## src/rtl/subw_pkg.sv

```systemverilog
package subw_pkg;

  localparam int ByteW = 8;
  localparam int NibW  = ByteW / 2;
  localparam int Lanes = 4;
  localparam int WordW = ByteW * Lanes;

  typedef logic [ByteW-1:0] byte_t;
  typedef logic [NibW-1:0]  nib_t;
  typedef logic [WordW-1:0] word_t;

  // strobes from control to datapath
  typedef struct packed {
    logic capture;
  } ctrlStrobe_t;

  // bit matrices, row for output bit 7 in the top byte, leftmost column = input bit 7
  localparam logic [ByteW*ByteW-1:0] ToTower = {
    8'b10100000, 8'b10101100, 8'b11010010, 8'b01110000,
    8'b11000110, 8'b01010010, 8'b00001010, 8'b11011101};
  localparam logic [ByteW*ByteW-1:0] FromTower = {
    8'b00100100, 8'b11101110, 8'b10100100, 8'b01011010,
    8'b10110010, 8'b01110010, 8'b10110000, 8'b01010001};
  localparam logic [ByteW*ByteW-1:0] AffineRows = {
    8'b11111000, 8'b01111100, 8'b00111110, 8'b00011111,
    8'b10001111, 8'b11000111, 8'b11100011, 8'b11110001};
  localparam byte_t AffineConst = 8'h63;

  // nibble field modulus x^4+x+1 (low terms), quadratic constant w^14
  localparam nib_t NibPolyLow = 4'h3;
  localparam nib_t TowerConst = 4'h9;
  localparam byte_t BytePolyLow = 8'h1B;

  function automatic byte_t matVec(input logic [ByteW*ByteW-1:0] rows, input byte_t v);
    byte_t r;
    for (int k = 0; k < ByteW; k++) r[k] = ^(rows[k*ByteW +: ByteW] & v);
    return r;
  endfunction

  function automatic nib_t nibMul(input nib_t a, input nib_t b);
    nib_t acc;
    nib_t sh;
    acc = '0;
    sh  = a;
    for (int i = 0; i < NibW; i++) begin
      if (b[i]) acc = acc ^ sh;
      sh = {sh[NibW-2:0], 1'b0} ^ (sh[NibW-1] ? NibPolyLow : '0);
    end
    return acc;
  endfunction

  function automatic nib_t nibSquare(input nib_t a);
    return nibMul(a, a);
  endfunction

  function automatic nib_t nibScale(input nib_t a);
    return nibMul(a, TowerConst);
  endfunction

  function automatic nib_t nibInv(input nib_t a);
    nib_t r;
    case (a)
      4'h0: r = 4'h0;  4'h1: r = 4'h1;  4'h2: r = 4'h9;  4'h3: r = 4'hE;
      4'h4: r = 4'hD;  4'h5: r = 4'hB;  4'h6: r = 4'h7;  4'h7: r = 4'h6;
      4'h8: r = 4'hF;  4'h9: r = 4'h2;  4'hA: r = 4'hC;  4'hB: r = 4'h5;
      4'hC: r = 4'hA;  4'hD: r = 4'h4;  4'hE: r = 4'h3;  default: r = 4'h8;
    endcase
    return r;
  endfunction

  function automatic byte_t xtime(input byte_t b);
    return {b[ByteW-2:0], 1'b0} ^ (b[ByteW-1] ? BytePolyLow : '0);
  endfunction

endpackage

```

## src/rtl/subw_byte_sub.sv

```systemverilog
module subw_byte_sub
  import subw_pkg::*;
(
  input  byte_t inByte,
  output byte_t outByte
);

  byte_t mapped;
  nib_t  hiNib, loNib, sumNib, delta, deltaInv, invHi, invLo;
  byte_t invByte;

  always_comb begin
    mapped   = matVec(ToTower, inByte);
    hiNib    = mapped[ByteW-1:NibW];
    loNib    = mapped[NibW-1:0];
    sumNib   = hiNib ^ loNib;
    // norm of the element: w14*hi^2 + lo*(hi+lo)
    delta    = nibScale(nibSquare(hiNib)) ^ nibMul(loNib, sumNib);
    deltaInv = nibInv(delta);
    invHi    = nibMul(hiNib, deltaInv);
    invLo    = nibMul(sumNib, deltaInv);
    invByte  = matVec(FromTower, {invHi, invLo});
    outByte  = matVec(AffineRows, invByte) ^ AffineConst;
  end

endmodule

```

## src/rtl/subw_datapath.sv

```systemverilog
module subw_datapath
  import subw_pkg::*;
#(
  parameter bit RegOut = 1'b1
) (
  input  logic        clk,
  input  logic        rstN,
  input  word_t       inWord,
  input  ctrlStrobe_t strobe,
  output word_t       outWord
);

  byte_t subBytes [Lanes];
  byte_t mixBytes [Lanes];
  word_t mixedWord;

  for (genvar g = 0; g < Lanes; g++) begin : gLane
    subw_byte_sub u_sub (
      .inByte (inWord[g*ByteW +: ByteW]),
      .outByte(subBytes[g])
    );

    always_comb begin
      mixBytes[g] = xtime(subBytes[g])
                  ^ xtime(subBytes[(g+1) % Lanes]) ^ subBytes[(g+1) % Lanes]
                  ^ subBytes[(g+2) % Lanes]
                  ^ subBytes[(g+3) % Lanes];
    end

    assign mixedWord[g*ByteW +: ByteW] = mixBytes[g];
  end

  if (RegOut) begin : gReg
    word_t wordQ;
    always_ff @(posedge clk) begin
      if (!rstN)               wordQ <= '0;
      else if (strobe.capture) wordQ <= mixedWord;
    end
    assign outWord = wordQ;
  end else begin : gComb
    assign outWord = mixedWord;
  end

endmodule

```

## src/rtl/subw_control.sv

```systemverilog
module subw_control
  import subw_pkg::*;
#(
  parameter bit RegOut = 1'b1
) (
  input  logic        clk,
  input  logic        rstN,
  input  logic        inValid,
  output ctrlStrobe_t strobe,
  output logic        outValid
);

  assign strobe.capture = inValid;

  if (RegOut) begin : gReg
    logic validQ;
    always_ff @(posedge clk) begin
      if (!rstN) validQ <= 1'b0;
      else       validQ <= inValid;
    end
    assign outValid = validQ;
  end else begin : gComb
    assign outValid = inValid;
  end

endmodule

```

## src/rtl/subw_xform.sv

```systemverilog
module subw_xform
  import subw_pkg::*;
#(
  parameter bit RegOut = 1'b1
) (
  input  logic              clk,
  input  logic              rstN,
  input  logic              inValid,
  input  logic [WordW-1:0]  inWord,
  output logic              outValid,
  output logic [WordW-1:0]  outWord
);

  ctrlStrobe_t strobe;

  subw_control #(.RegOut(RegOut)) u_ctrl (
    .clk     (clk),
    .rstN    (rstN),
    .inValid (inValid),
    .strobe  (strobe),
    .outValid(outValid)
  );

  subw_datapath #(.RegOut(RegOut)) u_dp (
    .clk    (clk),
    .rstN   (rstN),
    .inWord (inWord),
    .strobe (strobe),
    .outWord(outWord)
  );

endmodule

```

## config.mk

```make
export PLATFORM = sky130hd
export DESIGN_NAME = subw_xform
export DESIGN_NICKNAME = d
export VERILOG_FILES = /design/src/rtl/subw_pkg.sv /design/src/rtl/subw_byte_sub.sv /design/src/rtl/subw_datapath.sv /design/src/rtl/subw_control.sv /design/src/rtl/subw_xform.sv
export SDC_FILE = /design/constraint.sdc
export NUM_CORES = 1
export LEC_CHECK = 0
export BUFFER_PORTS_ARGS = -buffer_cell sky130_fd_sc_hd__buf_2
export CORE_ASPECT_RATIO = 0.6
export CORE_MARGIN = 8
export CORE_UTILIZATION = 40
export CTS_BUF_LIST = sky130_fd_sc_hd__clkbuf_8
export DETAILED_ROUTE_END_ITERATION = 8
export HOLD_SLACK_MARGIN = 0.03
export SETUP_SLACK_MARGIN = 0.1
export SLEW_MARGIN = 20
export SYNTH_ARGS = -nofsm -noshare
export SYNTH_HDL_FRONTEND = slang
export SYNTH_SLANG_ARGS = --single-unit
export TNS_END_PERCENT = 20
```

## constraint.sdc

```tcl
create_clock -name clk -period 14.55 [get_ports clk]
set_input_delay 1.455 -clock clk [delete_from_list [all_inputs] [get_ports clk]]
set_output_delay 1.455 -clock clk [all_outputs]
set_load 0.02 [all_outputs]
```

Yosys cells after proc, flatten, opt, wreduce, memory -nomap -nowiden
Memory sizes are Yosys's and may differ from the RTL's.
Index checks and enable logic that the tools add are counted.
{"block": "op_classes", "add_sub_neg": 0, "n_mul": 0, "div": 0, "order_cmp": 0, "eq_ne": 0, "shifts": 0, "mux": 116, "bitwise_logic": 132, "reduce_logical": 96}
{"cell": "$reduce_xor 8->1", "count": 96}
{"cell": "$mux 4", "count": 64}
{"cell": "$xor 4x4->4", "count": 60}
{"cell": "$xor 4x2->4", "count": 48}
{"cell": "$xor 8x8->8", "count": 19}
{"cell": "$mux 2", "count": 48}
{"cell": "$mux 5", "count": 4}
{"cell": "$not 4->4", "count": 4}
{"cell": "$xor 8x5->8", "count": 1}
{"block": "word_totals", "reg_bits": 33, "latch_bits": 0, "ramBits": 0, "rom_bits": 256, "inputBits": 35, "output_inout_bits": 33, "elab_cells": 350, "mem_count": 4}
{"memory": "(name not given)", "words": 16, "width": 4, "read_ports": 1, "rd_ports_with_merged_regs": 0, "wr": 0, "line": "subw_pkg.sv:62", "rtl": "case (a)"}
{"memory": "(name not given)", "words": 16, "width": 4, "read_ports": 1, "rd_ports_with_merged_regs": 0, "wr": 0, "line": "subw_pkg.sv:62"}
{"memory": "(name not given)", "words": 16, "width": 4, "read_ports": 1, "rd_ports_with_merged_regs": 0, "wr": 0, "line": "subw_pkg.sv:62"}
{"memory": "(name not given)", "words": 16, "width": 4, "read_ports": 1, "rd_ports_with_merged_regs": 0, "wr": 0, "line": "subw_pkg.sv:62"}

Longest topological paths before layout
An unclocked memory read counts as a cell.
{"block": "logic_depth", "depth_word": 33, "ltp_mapped": 27, "depth_no_buf": 24}

By module
Synthesis repeated with hierarchy kept, for this count alone.
{"block": "hier_totals", "hier_cells": 1191, "area_unflattened_um2": 10094.7}
{"mod": "subw_byte_sub at u_dp.gLane[2].u_sub ...", "instances": 2, "cells_per_inst": 230, "area_per_inst_um2": 2013.2}
{"mod": "subw_datapath", "instances": 1, "cells_per_inst": 220, "area_per_inst_um2": 2125.8}
{"mod": "subw_byte_sub at u_dp.gLane[0].u_sub", "instances": 1, "cells_per_inst": 276, "area_per_inst_um2": 2031.9}
{"mod": "subw_byte_sub at u_dp.gLane[1].u_sub", "instances": 1, "cells_per_inst": 232, "area_per_inst_um2": 1876.8}
{"mod": "subw_control", "instances": 1, "cells_per_inst": 3, "area_per_inst_um2": 33.8}

Worst setup path after synthesis
No wires, ideal clock.
{"block": "synth_timing", "path_kind": "input to register", "from": "input port inWord[22]", "to": "register u_dp.gReg.wordQ[25], in the netlist u_dp.outWord[25]", "arrival_ns": 7.657, "t_required_ns": 14.472, "slack_ns": 6.815, "stages": 25, "path_cell_list": "buf_2 > xnor3_1 > buf_4 > xnor3_2 > ha_1 > clkbuf_1 > mux2_2 > nor3b_1 > nor3_1 > and4_1 > nor2_1 > inv_1 > ha_1 > xor3_1 > nand2_1 > o21ai_1 > nor2_1 > xnor3_1 > xnor2_2 > xnor3_1 > xnor2_2 > xnor2_1 > xnor3_1 > and3_1 > nor3_1"}
{"block": "synth_between", "elab_chain_cells": 26}
{"item": "from (decl)", "line": "subw_xform.sv:9", "rtl": "input logic [WordW-1:0] inWord,"}
{"item": "$reduce_xor 8->1", "line": "subw_pkg.sv:36", "rtl": "for (int k = 0; k < ByteW; k++) r[k] = ^(rows[k*ByteW +: ByteW] & v);"}
{"item": "$mux 4 / $xor 4x2->4 (equally long branches)", "line": "subw_pkg.sv:46, subw_pkg.sv:47"}
{"item": "$xor 4x4->4", "line": "subw_pkg.sv:46", "rtl": "if (b[i]) acc = acc ^ sh;"}
{"item": "$mux 4", "line": "subw_pkg.sv:46"}
{"item": "$xor 4x4->4", "line": "subw_pkg.sv:46"}
{"item": "$mux 4", "line": "subw_pkg.sv:46"}
{"item": "$xor 4x4->4", "line": "subw_pkg.sv:46"}
{"item": "$mux 4", "line": "subw_pkg.sv:46"}
{"item": "(+10 left out)"}
{"item": "$xor 4x4->4", "line": "subw_pkg.sv:46"}
{"item": "$mux 4", "line": "subw_pkg.sv:46"}
{"item": "$xor 4x4->4", "line": "subw_pkg.sv:46"}
{"item": "$mux 4", "line": "subw_pkg.sv:46"}
{"item": "$reduce_xor 8->1", "line": "subw_pkg.sv:36"}
{"item": "$reduce_xor 8->1 *", "line": "subw_pkg.sv:36"}
{"item": "$not 4->4 (no line) *"}
{"item": "$xor 8x8->8 *", "line": "subw_datapath.sv:27", "rtl": "^ subBytes[(g+3) % Lanes];"}
{"item": "to (signal assigned)", "line": "subw_datapath.sv:37", "rtl": "else if (strobe.capture) wordQ <= mixedWord;"}
{"item": "to (decl)", "line": "subw_datapath.sv:34", "rtl": "word_t wordQ;"}
Every way passes the cells marked *; elsewhere a longest branch is shown, timed or not.
A chain may end at the register's enable or synchronous reset.

Worst setup path after layout
{"block": "layout_timing", "from": "input port inWord[6]", "to": "register u_dp.gReg.wordQ[20], in the netlist u_dp.outWord[20]"}
{"block": "layout_between", "elab_chain_cells": 26}
{"item": "$reduce_xor 8->1", "line": "subw_pkg.sv:36"}
{"item": "$mux 4 / $xor 4x2->4 (equally long branches)", "line": "subw_pkg.sv:46, subw_pkg.sv:47"}
{"item": "$xor 4x4->4", "line": "subw_pkg.sv:46"}
{"item": "$mux 4", "line": "subw_pkg.sv:46"}
{"item": "$xor 4x4->4", "line": "subw_pkg.sv:46"}
{"item": "$mux 4", "line": "subw_pkg.sv:46"}
{"item": "$xor 4x4->4", "line": "subw_pkg.sv:46"}
{"item": "$mux 4", "line": "subw_pkg.sv:46"}
{"item": "(+10 left out)"}
{"item": "$xor 4x4->4", "line": "subw_pkg.sv:46"}
{"item": "$mux 4", "line": "subw_pkg.sv:46"}
{"item": "$xor 4x4->4", "line": "subw_pkg.sv:46"}
{"item": "$mux 4", "line": "subw_pkg.sv:46"}
{"item": "$reduce_xor 8->1", "line": "subw_pkg.sv:36"}
{"item": "$reduce_xor 8->1 *", "line": "subw_pkg.sv:36"}
{"item": "$xor 8x8->8 *", "line": "subw_datapath.sv:26", "rtl": "^ subBytes[(g+2) % Lanes]"}
{"item": "$xor 8x8->8 *", "line": "subw_datapath.sv:27"}
Marked as above.

==> out/qor.yml <==
run_status:
  outcome: "completed"
place:
  gp_congestion: 0.8951
  dp_hpwl_mm: 22.38
  place_ws_ns: 5.849
  portBuffers: 67
setup_path:
  cp-start-kind: "primary input"
  crit_required_ns: 14.76
  crit_type: "in2reg"
  cp_cell_sequence: "buf_2 -> xnor2_2 -> xnor3_1 -> ha_1 -> nor2_1 -> a311oi_1 -> a21oi_1 -> a311oi_1 -> xor2_1 -> ha_1 -> nor3_1 -> o21ai_0 -> o21a_1 -> a32oi_1 -> xnor2_1 -> xor2_1 -> xor3_2 -> xnor2_2 -> xnor3_1 -> and3_1 -> a311o_1"
  endpoint_kind: "flip-flop"
  critPathMaxFanout: 23
  cp.arrival_ns: 8.71
  slowest_stage: "xnor2_2"
  max_stage_delay_ns: 0.69
finish:
  final_cell_mix: "192 x xnor2_1, 97 x xor2_1, 78 x nor2_1"
  final_common_cell: "xnor2_1"
  post-route-util_pct: 42.18
  area_delta_synth_final_pct: 4.843
  drive_gt1_share_pct: 11.88
  nNetsFinal: 1333
  num_antenna_cells: 0
cts:
  htreeDepth: 2
  cts_resized: 0
  cts_tree: "built"
  postCtsSetupRepairBufs: 0
  root_buffer: "clkbuf_8"
  ctsHoldBuffers: 0
  clk_latency_ns: 0.30
  cts-buffers-inserted: 5
  clkSinkCount: 33
  clk_path_buf_depth: 2
  clkTransAtPathRegs_ns: 0.09
grt:
  grt_pass1_wl_mm: 46.15
  grt_pass1_vias: 8441
  antenna_found_initial: 0
  grt_max_degree: 44
  grt_overflow: 0
  grt_usage_pct: 17.39
detailed_routing:
  via_count: 9210
  antenna_left: 0
  drc_errors: 0
  viasPerCell: 5.647
  drt_pre_antenna_iters: 5
  wl_per_cell_microns: 17.51
  drt-initial-drc-count: 824
  routed_wl_mm: 28.57
timing:
  min_period_over_period_pct: 58.41
  setup-tns-final_ns: 0
  max_freq_mhz: 117.7
  slew_headroom_pct: 25.95
  rsz0062_at_grt: "false"
  min_period_ns: 8.498
  setup_viol: 0
  drv_slew: 0
  skew_ns: 0
  tightest_slew_ns: 1.107
  hold_viol: 0
  layout_setup_ws_ns: 6.052
floorplan:
  io-pin-count: 68
  core.rowCount: 46
  initial_core_util_pct: 40.23
  die_w_microns: 225.1
  die_area_sq_um: 31830
  die_height_microns: 141.4
  coreArea_sq_um: 26070
synth:
  yosysWarnings: 0
  synth_edf_count: 0
  postSynthAreaPerCell_sq_um: 8.220
  ys_async_sr_fraction_pct: 0
  ys_ff_latch: 33
  synth_area_sq_um: 10490
  synth_cells: 1276
  syn-num-nets: 1339
  ys.flop_type: "dfxtp_1"
  yosysSeqAreaShare_pct: 6.298
  ys_types: 99
hold_path:
  hold_path_class: "reg2reg"
run:
  max-cap-violations: 0
## synth_stat cells, types with 6 or more instances
library cell | n | share of area, %
ha_1 | 28 | 3.3
nor3_1 | 52 | 2.5
mux2_2 | 6 | 0.64
xnor2_1 | 192 | 16
clkbuf_1 | 42 | 1.5
or3_1 | 11 | 0.66
a31oi_1 | 6 | 0.36
and2_1 | 6 | 0.36
a211oi_1 | 24 | 1.7
a32oi_1 | 8 | 0.67
nor2_1 | 78 | 2.8
inv_1 | 31 | 1.1
nand3_1 | 44 | 2.1
mux2i_1 | 47 | 4.5
a21oi_1 | 42 | 2.0
nand3b_1 | 10 | 0.72
a21o_1 | 6 | 0.43
nor2b_1 | 31 | 1.8
xor2_1 | 97 | 8.1
buf_1 | 7 | 0.25
o211ai_1 | 19 | 1.4
nand2_1 | 70 | 2.5
o2111ai_1 | 6 | 0.50
a211o_1 | 8 | 0.67
nor3b_1 | 13 | 0.93
buf_4 | 10 | 0.72
xor3_1 | 6 | 1.4
xnor3_1 | 42 | 9.0
dfxtp_1 | 33 | 6.3
xor2_2 | 9 | 1.4
buf_2 | 24 | 1.1
or4_1 | 6 | 0.43
o22ai_1 | 15 | 0.89
nand2b_1 | 20 | 1.2
xnor2_2 | 15 | 2.3
o21a_1 | 6 | 0.43
o21ai_0 | 53 | 2.5
and3_1 | 20 | 1.2
## per-layer routing
layer | track usage, % | vias to the layer above | part of all wire, %
met5 | 0 | - | 0
met4 | 1.235 | 0 | 0.50
met3 | 3.525 | 15 | 7.3
met2 | 23.07 | 271 | 38
met1 | 28.50 | 4361 | 54
li1 | - | 4563 | -
## worst paths after layout
kind                           end  slack [ns]             from  cells after the start
hold reg to reg    u_dp.outWord[8]        0.48  u_dp.outWord[8]                      2
hold / removal     u_dp.outWord[8]        0.48  u_dp.outWord[8]                      2
setup / recovery  u_dp.outWord[20]        6.05        inWord[6]                     21
setup reg to reg   u_dp.outWord[5]       13.76  u_dp.outWord[5]                      2
## cells by family (layout without fill, tap and decap cells)
kind of cell,after synthesis,count (layout),synth area share (%)
simple gates,394,394,19.73
buf+inv,119,114,5.046
mux,56,56,5.607
flops,33,33,6.298
fa+ha+maj,31,31,3.626
xor+xnor,371,371,40.73
compound gates,272,272,18.97
## flip-flops by register name, indices dropped and copies added (netlist names)
signal           flops
u_dp.outWord        32
u_ctrl.outValid      1
## area by class of cell
cell class,instances,area [sq um]
clock inverters,3,17.52
inverters,34,127.6
multi-input cells,1124,9299
well taps,360,450.4
fillers,2631,15080
repair buffers,72,372.9
clock buffers,5,68.82
flip-flops and latches,33,660.6
## metrics by stage
step / instance area (sq um) / hold WS, ns / cells
2_1_floorplan: 10490 / 0.5447 / 1276
3_5_place_dp: 10910 / 0.4739 / 1623
6_report: 11000 / 0.4850 / 1631
4_1_cts: 11000 / 0.4866 / 1631
5_1_grt: 11000 / 0.5041 / 1631
3_3_place_gp: 10910 / 0.4729 / 1623
## worst max-delay path, delay by kind of cell
kind                     cells  cell delay, ns
buffers and inverters        1            0.25
adder cells (fa/ha/maj)      2            0.81
XOR/XNOR                     8            3.88
AO/OA/AOI/OAI                7            1.93
AND/OR/NAND/NOR              3            0.37
Power is not shown: default switching activity piles up to over one toggle a cycle in this logic, so the estimate is an artifact.
